<file path="src/rtl/nfc_pkg.sv">
package nfc_pkg;
  localparam int FIELD_W = 4;
  localparam int CNT_W   = FIELD_W + 1;
  localparam int SEL_W   = 3;

  localparam logic [SEL_W-1:0] SEL_DATA   = SEL_W'(0);
  localparam logic [SEL_W-1:0] SEL_ADDR   = SEL_W'(1);
  localparam logic [SEL_W-1:0] SEL_CMD    = SEL_W'(2);
  localparam logic [SEL_W-1:0] SEL_CFG    = SEL_W'(3);
  localparam logic [SEL_W-1:0] SEL_TIMING = SEL_W'(4);
  localparam logic [SEL_W-1:0] SEL_STATUS = SEL_W'(5);
  localparam logic [SEL_W-1:0] SEL_CTRL   = SEL_W'(6);

  typedef enum logic [2:0] {PH_IDLE, PH_SETUP, PH_STROBE, PH_HOLD, PH_RWAIT} phase_e;
  typedef enum logic [1:0] {CY_CMD, CY_ADDR, CY_WDATA, CY_RDATA} cyc_e;

  // One direction's timing; the first member is the most significant nibble.
  typedef struct packed {
    logic [FIELD_W-1:0] rdy_wait;
    logic [FIELD_W-1:0] width;
    logic [FIELD_W-1:0] hold;
    logic [FIELD_W-1:0] setup;
  } edge_tmg_t;

  // Counter preload for a phase of n+1 clocks (counts down to zero).
  function automatic logic [CNT_W-1:0] phase_load(input logic [FIELD_W-1:0] n);
    return CNT_W'(n);
  endfunction

  // Counter preload for a ready-wait of 2*n clocks, n > 0.
  function automatic logic [CNT_W-1:0] wait_load(input logic [FIELD_W-1:0] n);
    return (CNT_W'(n) << 1) - CNT_W'(1);
  endfunction
endpackage

</file>
<file path="src/rtl/nfc_rb_sync.sv">
module nfc_rb_sync #(
  parameter int STAGES = 2
) (
  input  logic clk,
  input  logic rst_n,
  input  logic rb_async,
  output logic rb_sync
);
  logic [STAGES-1:0] sh;

  always_ff @(posedge clk or negedge rst_n) begin
    if (!rst_n) sh <= '0;
    else        sh <= {sh[STAGES-2:0], rb_async};
  end

  assign rb_sync = sh[STAGES-1];
endmodule

</file>
<file path="src/rtl/nfc_strobe_fsm.sv">
module nfc_strobe_fsm
  import nfc_pkg::*;
#(
  parameter int DQ_W = 8
) (
  input  logic            clk,
  input  logic            rst_n,
  input  logic            sw_rst,
  input  logic            start,
  input  cyc_e            start_kind,
  input  logic [DQ_W-1:0] start_byte,
  input  edge_tmg_t       rd_tmg,
  input  edge_tmg_t       wr_tmg,
  input  logic            rdy,
  input  logic [DQ_W-1:0] dq_in,
  output logic            busy,
  output logic            cle,
  output logic            ale,
  output logic            we_n,
  output logic            re_n,
  output logic            dq_oe,
  output logic [DQ_W-1:0] dq_out,
  output logic [DQ_W-1:0] rd_byte,
  output logic            strobe_end
);
  phase_e            ph;
  cyc_e              kind;
  logic [CNT_W-1:0]  cnt;
  logic [DQ_W-1:0]   wbyte_q;
  logic [DQ_W-1:0]   rbyte_q;
  edge_tmg_t         cur_t;
  logic [FIELD_W-1:0] new_setup;
  logic              cnt_zero;
  logic              on_bus;
  logic              is_rd;

  assign is_rd     = (kind == CY_RDATA);
  assign cur_t     = is_rd ? rd_tmg : wr_tmg;
  assign new_setup = (start_kind == CY_RDATA) ? rd_tmg.setup : wr_tmg.setup;
  assign cnt_zero  = (cnt == '0);

  always_ff @(posedge clk or negedge rst_n) begin
    if (!rst_n) begin
      ph <= PH_IDLE; kind <= CY_CMD; cnt <= '0; wbyte_q <= '0; rbyte_q <= '0;
    end else if (sw_rst) begin
      ph <= PH_IDLE; kind <= CY_CMD; cnt <= '0; wbyte_q <= '0; rbyte_q <= '0;
    end else begin
      case (ph)
        PH_IDLE: if (start) begin
          ph      <= PH_SETUP;
          cnt     <= phase_load(new_setup);
          kind    <= start_kind;
          wbyte_q <= start_byte;
        end
        PH_SETUP: if (cnt_zero) begin
          ph  <= PH_STROBE;
          cnt <= phase_load(cur_t.width);
        end else cnt <= cnt - 1'b1;
        PH_STROBE: if (cnt_zero) begin
          ph  <= PH_HOLD;
          cnt <= phase_load(cur_t.hold);
          if (is_rd) rbyte_q <= dq_in;
        end else cnt <= cnt - 1'b1;
        PH_HOLD: if (cnt_zero) begin
          if (cur_t.rdy_wait != '0) begin
            ph  <= PH_RWAIT;
            cnt <= wait_load(cur_t.rdy_wait);
          end else ph <= PH_IDLE;
        end else cnt <= cnt - 1'b1;
        PH_RWAIT: if (!cnt_zero) cnt <= cnt - 1'b1;
                  else if (rdy) ph <= PH_IDLE;
        default: ph <= PH_IDLE;
      endcase
    end
  end

  assign on_bus     = (ph == PH_SETUP) || (ph == PH_STROBE) || (ph == PH_HOLD);
  assign busy       = (ph != PH_IDLE);
  assign cle        = on_bus && (kind == CY_CMD);
  assign ale        = on_bus && (kind == CY_ADDR);
  assign we_n       = !((ph == PH_STROBE) && !is_rd);
  assign re_n       = !((ph == PH_STROBE) && is_rd);
  assign dq_oe      = on_bus && !is_rd;
  assign dq_out     = wbyte_q;
  assign rd_byte    = rbyte_q;
  assign strobe_end = (ph == PH_STROBE) && cnt_zero;
endmodule

</file>
<file path="src/rtl/nfc_host_regs.sv">
module nfc_host_regs
  import nfc_pkg::*;
#(
  parameter int HOST_W = 32,
  parameter int DQ_W   = 8
) (
  input  logic              clk,
  input  logic              rst_n,
  input  logic [SEL_W-1:0]  sel,
  input  logic              wr,
  input  logic              rd,
  input  logic [HOST_W-1:0] wdata,
  input  logic              busy,
  input  logic [DQ_W-1:0]   rd_byte,
  input  logic              rdy,
  output logic [HOST_W-1:0] rdata,
  output logic              sw_rst,
  output logic              start,
  output cyc_e              start_kind,
  output logic [DQ_W-1:0]   start_byte,
  output logic              force_ce,
  output edge_tmg_t         rd_tmg,
  output edge_tmg_t         wr_tmg
);
  localparam int HALF_W = $bits(edge_tmg_t);
  localparam int TW_W   = 2 * HALF_W;

  logic [TW_W-1:0] tmg_q;
  logic            force_q;

  assign sw_rst     = wr && (sel == SEL_CTRL) && wdata[0];
  assign start_byte = wdata[DQ_W-1:0];

  always_comb begin
    start      = 1'b0;
    start_kind = CY_WDATA;
    if (!busy) begin
      if (wr) begin
        case (sel)
          SEL_CMD:  begin start = 1'b1; start_kind = CY_CMD;   end
          SEL_ADDR: begin start = 1'b1; start_kind = CY_ADDR;  end
          SEL_DATA: begin start = 1'b1; start_kind = CY_WDATA; end
          default:  start = 1'b0;
        endcase
      end else if (rd && (sel == SEL_DATA)) begin
        start      = 1'b1;
        start_kind = CY_RDATA;
      end
    end
  end

  always_ff @(posedge clk or negedge rst_n) begin
    if (!rst_n) begin
      tmg_q <= '0; force_q <= 1'b0;
    end else if (sw_rst) begin
      tmg_q <= '0; force_q <= 1'b0;
    end else if (wr && !busy) begin
      if (sel == SEL_CFG)    force_q <= wdata[0];
      if (sel == SEL_TIMING) tmg_q   <= wdata[TW_W-1:0];
    end
  end

  assign rd_tmg   = edge_tmg_t'(tmg_q[HALF_W-1:0]);
  assign wr_tmg   = edge_tmg_t'(tmg_q[TW_W-1:HALF_W]);
  assign force_ce = force_q;

  always_comb begin
    case (sel)
      SEL_DATA:   rdata = HOST_W'(rd_byte);
      SEL_CFG:    rdata = HOST_W'(force_q);
      SEL_TIMING: rdata = HOST_W'(tmg_q);
      SEL_STATUS: rdata = HOST_W'(rdy);
      default:    rdata = '0;
    endcase
  end
endmodule

</file>
<file path="src/rtl/nfc_bus_seq.sv">
module nfc_bus_seq
  import nfc_pkg::*;
#(
  parameter int HOST_W = 32,
  parameter int DQ_W   = 8
) (
  input  logic              clk,
  input  logic              rst_n,
  input  logic [SEL_W-1:0]  host_sel,
  input  logic              host_wr,
  input  logic              host_rd,
  input  logic [HOST_W-1:0] host_wdata,
  output logic [HOST_W-1:0] host_rdata,
  output logic              host_busy,
  output logic              nand_ce_n,
  output logic              nand_cle,
  output logic              nand_ale,
  output logic              nand_we_n,
  output logic              nand_re_n,
  output logic [DQ_W-1:0]   nand_dq_out,
  output logic              nand_dq_oe,
  input  logic [DQ_W-1:0]   nand_dq_in,
  input  logic              nand_rb
);
  // Named internal events, visible to the bound checker.
  logic            rdy_sync;
  logic            sw_rst_evt;
  logic            start_evt;
  logic            strobe_end_evt;
  cyc_e            start_kind;
  logic [DQ_W-1:0] start_byte;
  logic [DQ_W-1:0] rd_byte;
  logic            force_ce;
  logic            busy;
  edge_tmg_t       rd_tmg;
  edge_tmg_t       wr_tmg;

  nfc_rb_sync #(.STAGES(2)) u_sync (
    .clk(clk), .rst_n(rst_n), .rb_async(nand_rb), .rb_sync(rdy_sync)
  );

  nfc_host_regs #(.HOST_W(HOST_W), .DQ_W(DQ_W)) u_regs (
    .clk(clk), .rst_n(rst_n), .sel(host_sel), .wr(host_wr), .rd(host_rd),
    .wdata(host_wdata), .busy(busy), .rd_byte(rd_byte), .rdy(rdy_sync),
    .rdata(host_rdata), .sw_rst(sw_rst_evt), .start(start_evt),
    .start_kind(start_kind), .start_byte(start_byte), .force_ce(force_ce),
    .rd_tmg(rd_tmg), .wr_tmg(wr_tmg)
  );

  nfc_strobe_fsm #(.DQ_W(DQ_W)) u_fsm (
    .clk(clk), .rst_n(rst_n), .sw_rst(sw_rst_evt), .start(start_evt),
    .start_kind(start_kind), .start_byte(start_byte), .rd_tmg(rd_tmg),
    .wr_tmg(wr_tmg), .rdy(rdy_sync), .dq_in(nand_dq_in), .busy(busy),
    .cle(nand_cle), .ale(nand_ale), .we_n(nand_we_n), .re_n(nand_re_n),
    .dq_oe(nand_dq_oe), .dq_out(nand_dq_out), .rd_byte(rd_byte),
    .strobe_end(strobe_end_evt)
  );

  assign host_busy = busy;
  assign nand_ce_n = !(force_ce || busy);
endmodule

</file>
<file path="config.mk">
export PLATFORM = sky130hd
export DESIGN_NAME = nfc_bus_seq
export DESIGN_NICKNAME = d
export VERILOG_FILES = /design/src/rtl/nfc_pkg.sv /design/src/rtl/nfc_rb_sync.sv /design/src/rtl/nfc_strobe_fsm.sv /design/src/rtl/nfc_host_regs.sv /design/src/rtl/nfc_bus_seq.sv
export SDC_FILE = /design/constraint.sdc
export NUM_CORES = 1
export LEC_CHECK = 0
export CAP_MARGIN = 30
export CORE_UTILIZATION = 58
export DETAILED_ROUTE_END_ITERATION = 10
export DONT_BUFFER_PORTS = 1
export PLACE_DENSITY = 0.76
export SETUP_SLACK_MARGIN = 0.1
export SYNTH_ARGS = -nofsm -noshare
export SYNTH_HDL_FRONTEND = slang
export SYNTH_SLANG_ARGS = --single-unit
</file>
<file path="constraint.sdc">
create_clock -name clk -period 1.9 [get_ports clk]
set_input_delay 0.19 -clock clk [delete_from_list [all_inputs] [get_ports clk]]
set_output_delay 0.19 -clock clk [all_outputs]
set_load 0.02 [all_outputs]
</file>
==> results.sh <==
export IMPL_path_max_fanout=4
export IMPL_coreArea_sq_um=6100
export IMPL_die_area_sq_um=6790
export IMPL_area_growth_pct=34.6
export IMPL_port_buffer_count=0
export IMPL_final_setup_worst_slack_ns=-0.170
export IMPL_synthesis_nets=484
export IMPL_maxCapViolCount=0
export IMPL_postLayoutCoreUtil_pct=82.8
export IMPL_io_pin_count=95
export IMPL_hp_class="input pin to register"
export IMPL_fin_setup_tns_ns=-0.776
export IMPL_drive_gt1_share_pct=23.1
export IMPL_cts_tree="built"
export IMPL_clock_latency_ns=0.36
export IMPL_violations="hold timing, setup timing"
export IMPL_cts_htree_levels=3
export IMPL_ys_ff_latch=61
export IMPL_antenna_found_initial=0
export IMPL_startpoint_type="register"
export IMPL_ctsLongestPathBuffers=2
export IMPL_drt_first_pass_iters=6
export IMPL_row_count=28
export IMPL_peakVddDrop_mv=1.41
export IMPL_final_antenna_net_count=0
export IMPL_gp_congestion=0.926
export IMPL_die_h_um=82.4
export IMPL_p_leak_nw=2.44
export IMPL_worst_pin_slew_ns=0.446
export IMPL_vias=3926
export IMPL_critPathCaptureType="register"
export IMPL_grt_overflow=0
export IMPL_whs_ns=-0.00404
export IMPL_finalCriticalPeriod_ns=2.07
export IMPL_detail_route_iter0_violations=455
export IMPL_async_flop_share_pct=100
export IMPL_cts_buffers=9
export IMPL_fmax_mhz=483
export IMPL_route_detailed_drc=0
export IMPL_syn_inst=434
export IMPL_nNetsFinal=564
export IMPL_finalCritPeriodShare_pct=109
export IMPL_root_buffer="clkbuf_8"
export IMPL_first_global_vias=3709
export IMPL_grt_pass1_wl_mm=19.0
export IMPL_ys_types=69
export IMPL_synth_top_flop_cell="dfrtp_1"
export IMPL_via_per_inst=6.61
export IMPL_avgSynthCellArea_sq_um=8.64
export IMPL_start_util_pct=61.5
export IMPL_die_w_um=82.4
export IMPL_status="complete, but fails checks"
export IMPL_avgRoutedWirePerCell_um=21.7
export IMPL_criticalPathCategory="register to register"
export IMPL_synth_edf_count=0
export IMPL_power_density_nw_per_um2=1620
export IMPL_setup_violations=5
export IMPL_track_usage_pct=39.2
export IMPL_n_antenna_cell=0
export IMPL_required_ns=2.12
export IMPL_relSlewSlack_pct=70.2
export IMPL_slowest_delay_ns=0.42
export IMPL_yosys_warnings=0
export IMPL_synth_area_sq_um=3750
export IMPL_fin_total_pwr_mw=8.19
export IMPL_cpMaxStageDelayCell="dfrtp_1"
export IMPL_cts_sinks=61
export IMPL_slew_violations=0
export IMPL_clk_pin_slew_ns=0.08
export IMPL_rsz0062_at_grt="yes"
export IMPL_hold_viol_final=2
export IMPL_crit_chain="buf_6 -> nand2_4 -> mux2i_2 -> ha_2 -> o2111ai_2 -> a2111o_1 -> o211ai_1 -> o22ai_1"
export IMPL_wl_mm=12.9
export IMPL_hpwl_mm=8.19
export IMPL_arrival_ns=2.29
export IMPL_skew_ns=0.00775
export IMPL_grt_max_degree=62
export IMPL_yosysSeqAreaShare_pct=40.7
-- critical path, delay by kind of cell, from the launching register on --
family | cells | cell delay (ns)
flops | 1 | 0.42
mux | 1 | 0.21
fa+ha+maj | 1 | 0.22
compound gates | 4 | 0.86
buf+inv | 1 | 0.14
simple gates | 1 | 0.07
-- power by group --
part	internal, mW	total, mW	switching [mW]
Clock	0.757	1.39	0.634
Sequential	1.82	2.48	0.665
Combinational	2.10	4.32	2.21
-- cell families after synthesis --
kind of cell,count (synthesis),share of synthesized area (%)
simple gates,223,30.3
compound gates,68,13.2
flops,61,40.7
buf+inv,43,5.27
mux,34,9.14
fa+ha+maj,3,0.934
xor+xnor,2,0.467
-- metal layers --
metal | wire length [um] | vias to the layer above | GRT usage, %
met5 | 0 | - | 0
li1 | - | 1720 | -
met3 | 1210 | 54 | 7.69
met4 | 471 | 0 | 18.8
met2 | 6050 | 257 | 63.1
met1 | 5140 | 1895 | 50.5
-- repair_timing --
| action | in CTS | in global routing |
|---|---|---|
| pin swaps | 2 | 5 |
| gates cloned | 0 | 1 |
| setup endpoints to repair | 14 | 28 |
| setup buffers | 3 | 4 |
| hold buffers | 41 | 0 |
| resized for setup | 23 | 27 |
| endpoints found under the hold margin | 106 | 0 |
-- stage by stage --
stage          setup slack (ns)  area [sq um]  std cells
6_report                 -0.170          5050        594
5_1_grt                  -0.236          5050        594
4_1_cts                 -0.0991          4880        589
3_5_place_dp             -0.142          4130        529
3_3_place_gp            -0.0519          4130        529
2_1_floorplan          -0.00970          3760        434
-- registers in the layout, summed over array words and instances (netlist names) --
| name | cells |
|---|---|
| u_fsm.dq_out | 8 |
| u_fsm.rd_byte | 8 |
| u_regs.force_ce | 1 |
| u_sync.sh | 2 |
| u_fsm.ph | 3 |
| u_fsm.kind | 2 |
| u_regs.tmg_q | 32 |
| u_fsm.cnt | 5 |
-- layout by cell type (no fill, tap or decap), types with 3 or more instances in the layout --
cell	netlist	final
nor2b_1	5	4
a21boi_0	4	4
nand2_1	82	81
a21oi_1	14	13
nand4_1	3	3
o22ai_1	3	3
mux2i_1	32	30
nor4_1	6	5
nand3_1	35	34
dfrtp_1	61	60
and3_1	28	28
buf_12	0	4
inv_6	0	4
nor2_1	34	31
clkbuf_8	0	9
buf_4	0	50
dlygate4sd3_1	0	40
o21ai_0	11	9
a31oi_1	3	3
nor3_1	5	3
buf_6	3	5
inv_1	9	6
-- synthesized netlist by cell type (all sizes together), types with 4 or more instances --
cell type	count	share of area [%]
nor2b	5	0.83
dfrtp	61	41
nand3	35	4.7
nor2	35	3.7
and3	28	4.7
inv	9	0.90
buf	16	2.6
clkbuf	18	1.8
a21boi	4	0.80
o21ai	12	1.6
nor4	7	1.3
nor3	5	0.67
mux2i	32	8.5
nand2	82	8.2
a21oi	14	1.9
-- final timing paths --
check	from	slack, ns	to	cells after the start
min in group asynchronous	rst_n	0.38	u_regs.force_ce$_DFFE_PN0P_	2
max reg2reg	u_fsm.kind[0]$_DFFE_PN0P_	-0.17	u_fsm.cnt[1]$_DFFE_PN0P_	8
min reg2reg	u_sync.sh[0]$_DFF_PN0_	0.36	u_sync.sh[1]$_DFF_PN0_	0
max in group asynchronous	rst_n	1.27	u_fsm.ph[0]$_DFFE_PN0P_	2
max	u_fsm.kind[0]$_DFFE_PN0P_	-0.17	u_fsm.cnt[1]$_DFFE_PN0P_	8
min	host_wdata[2]	-0.004	u_fsm.dq_out[2]$_DFFE_PN0P_	2
-- final cells by class --
| cell class | count | area [sq um] |
|---|---|---|
| sequential | 61 | 1530 |
| clock buffer | 9 | 124 |
| fill | 360 | 1050 |
| tap | 75 | 93.8 |
| timing repair buffer | 103 | 995 |
| inverter | 9 | 36.3 |
| clock inverter | 7 | 103 |
| multi-input combinational | 330 | 2170 |
Power figures use the tool's default switching activity.
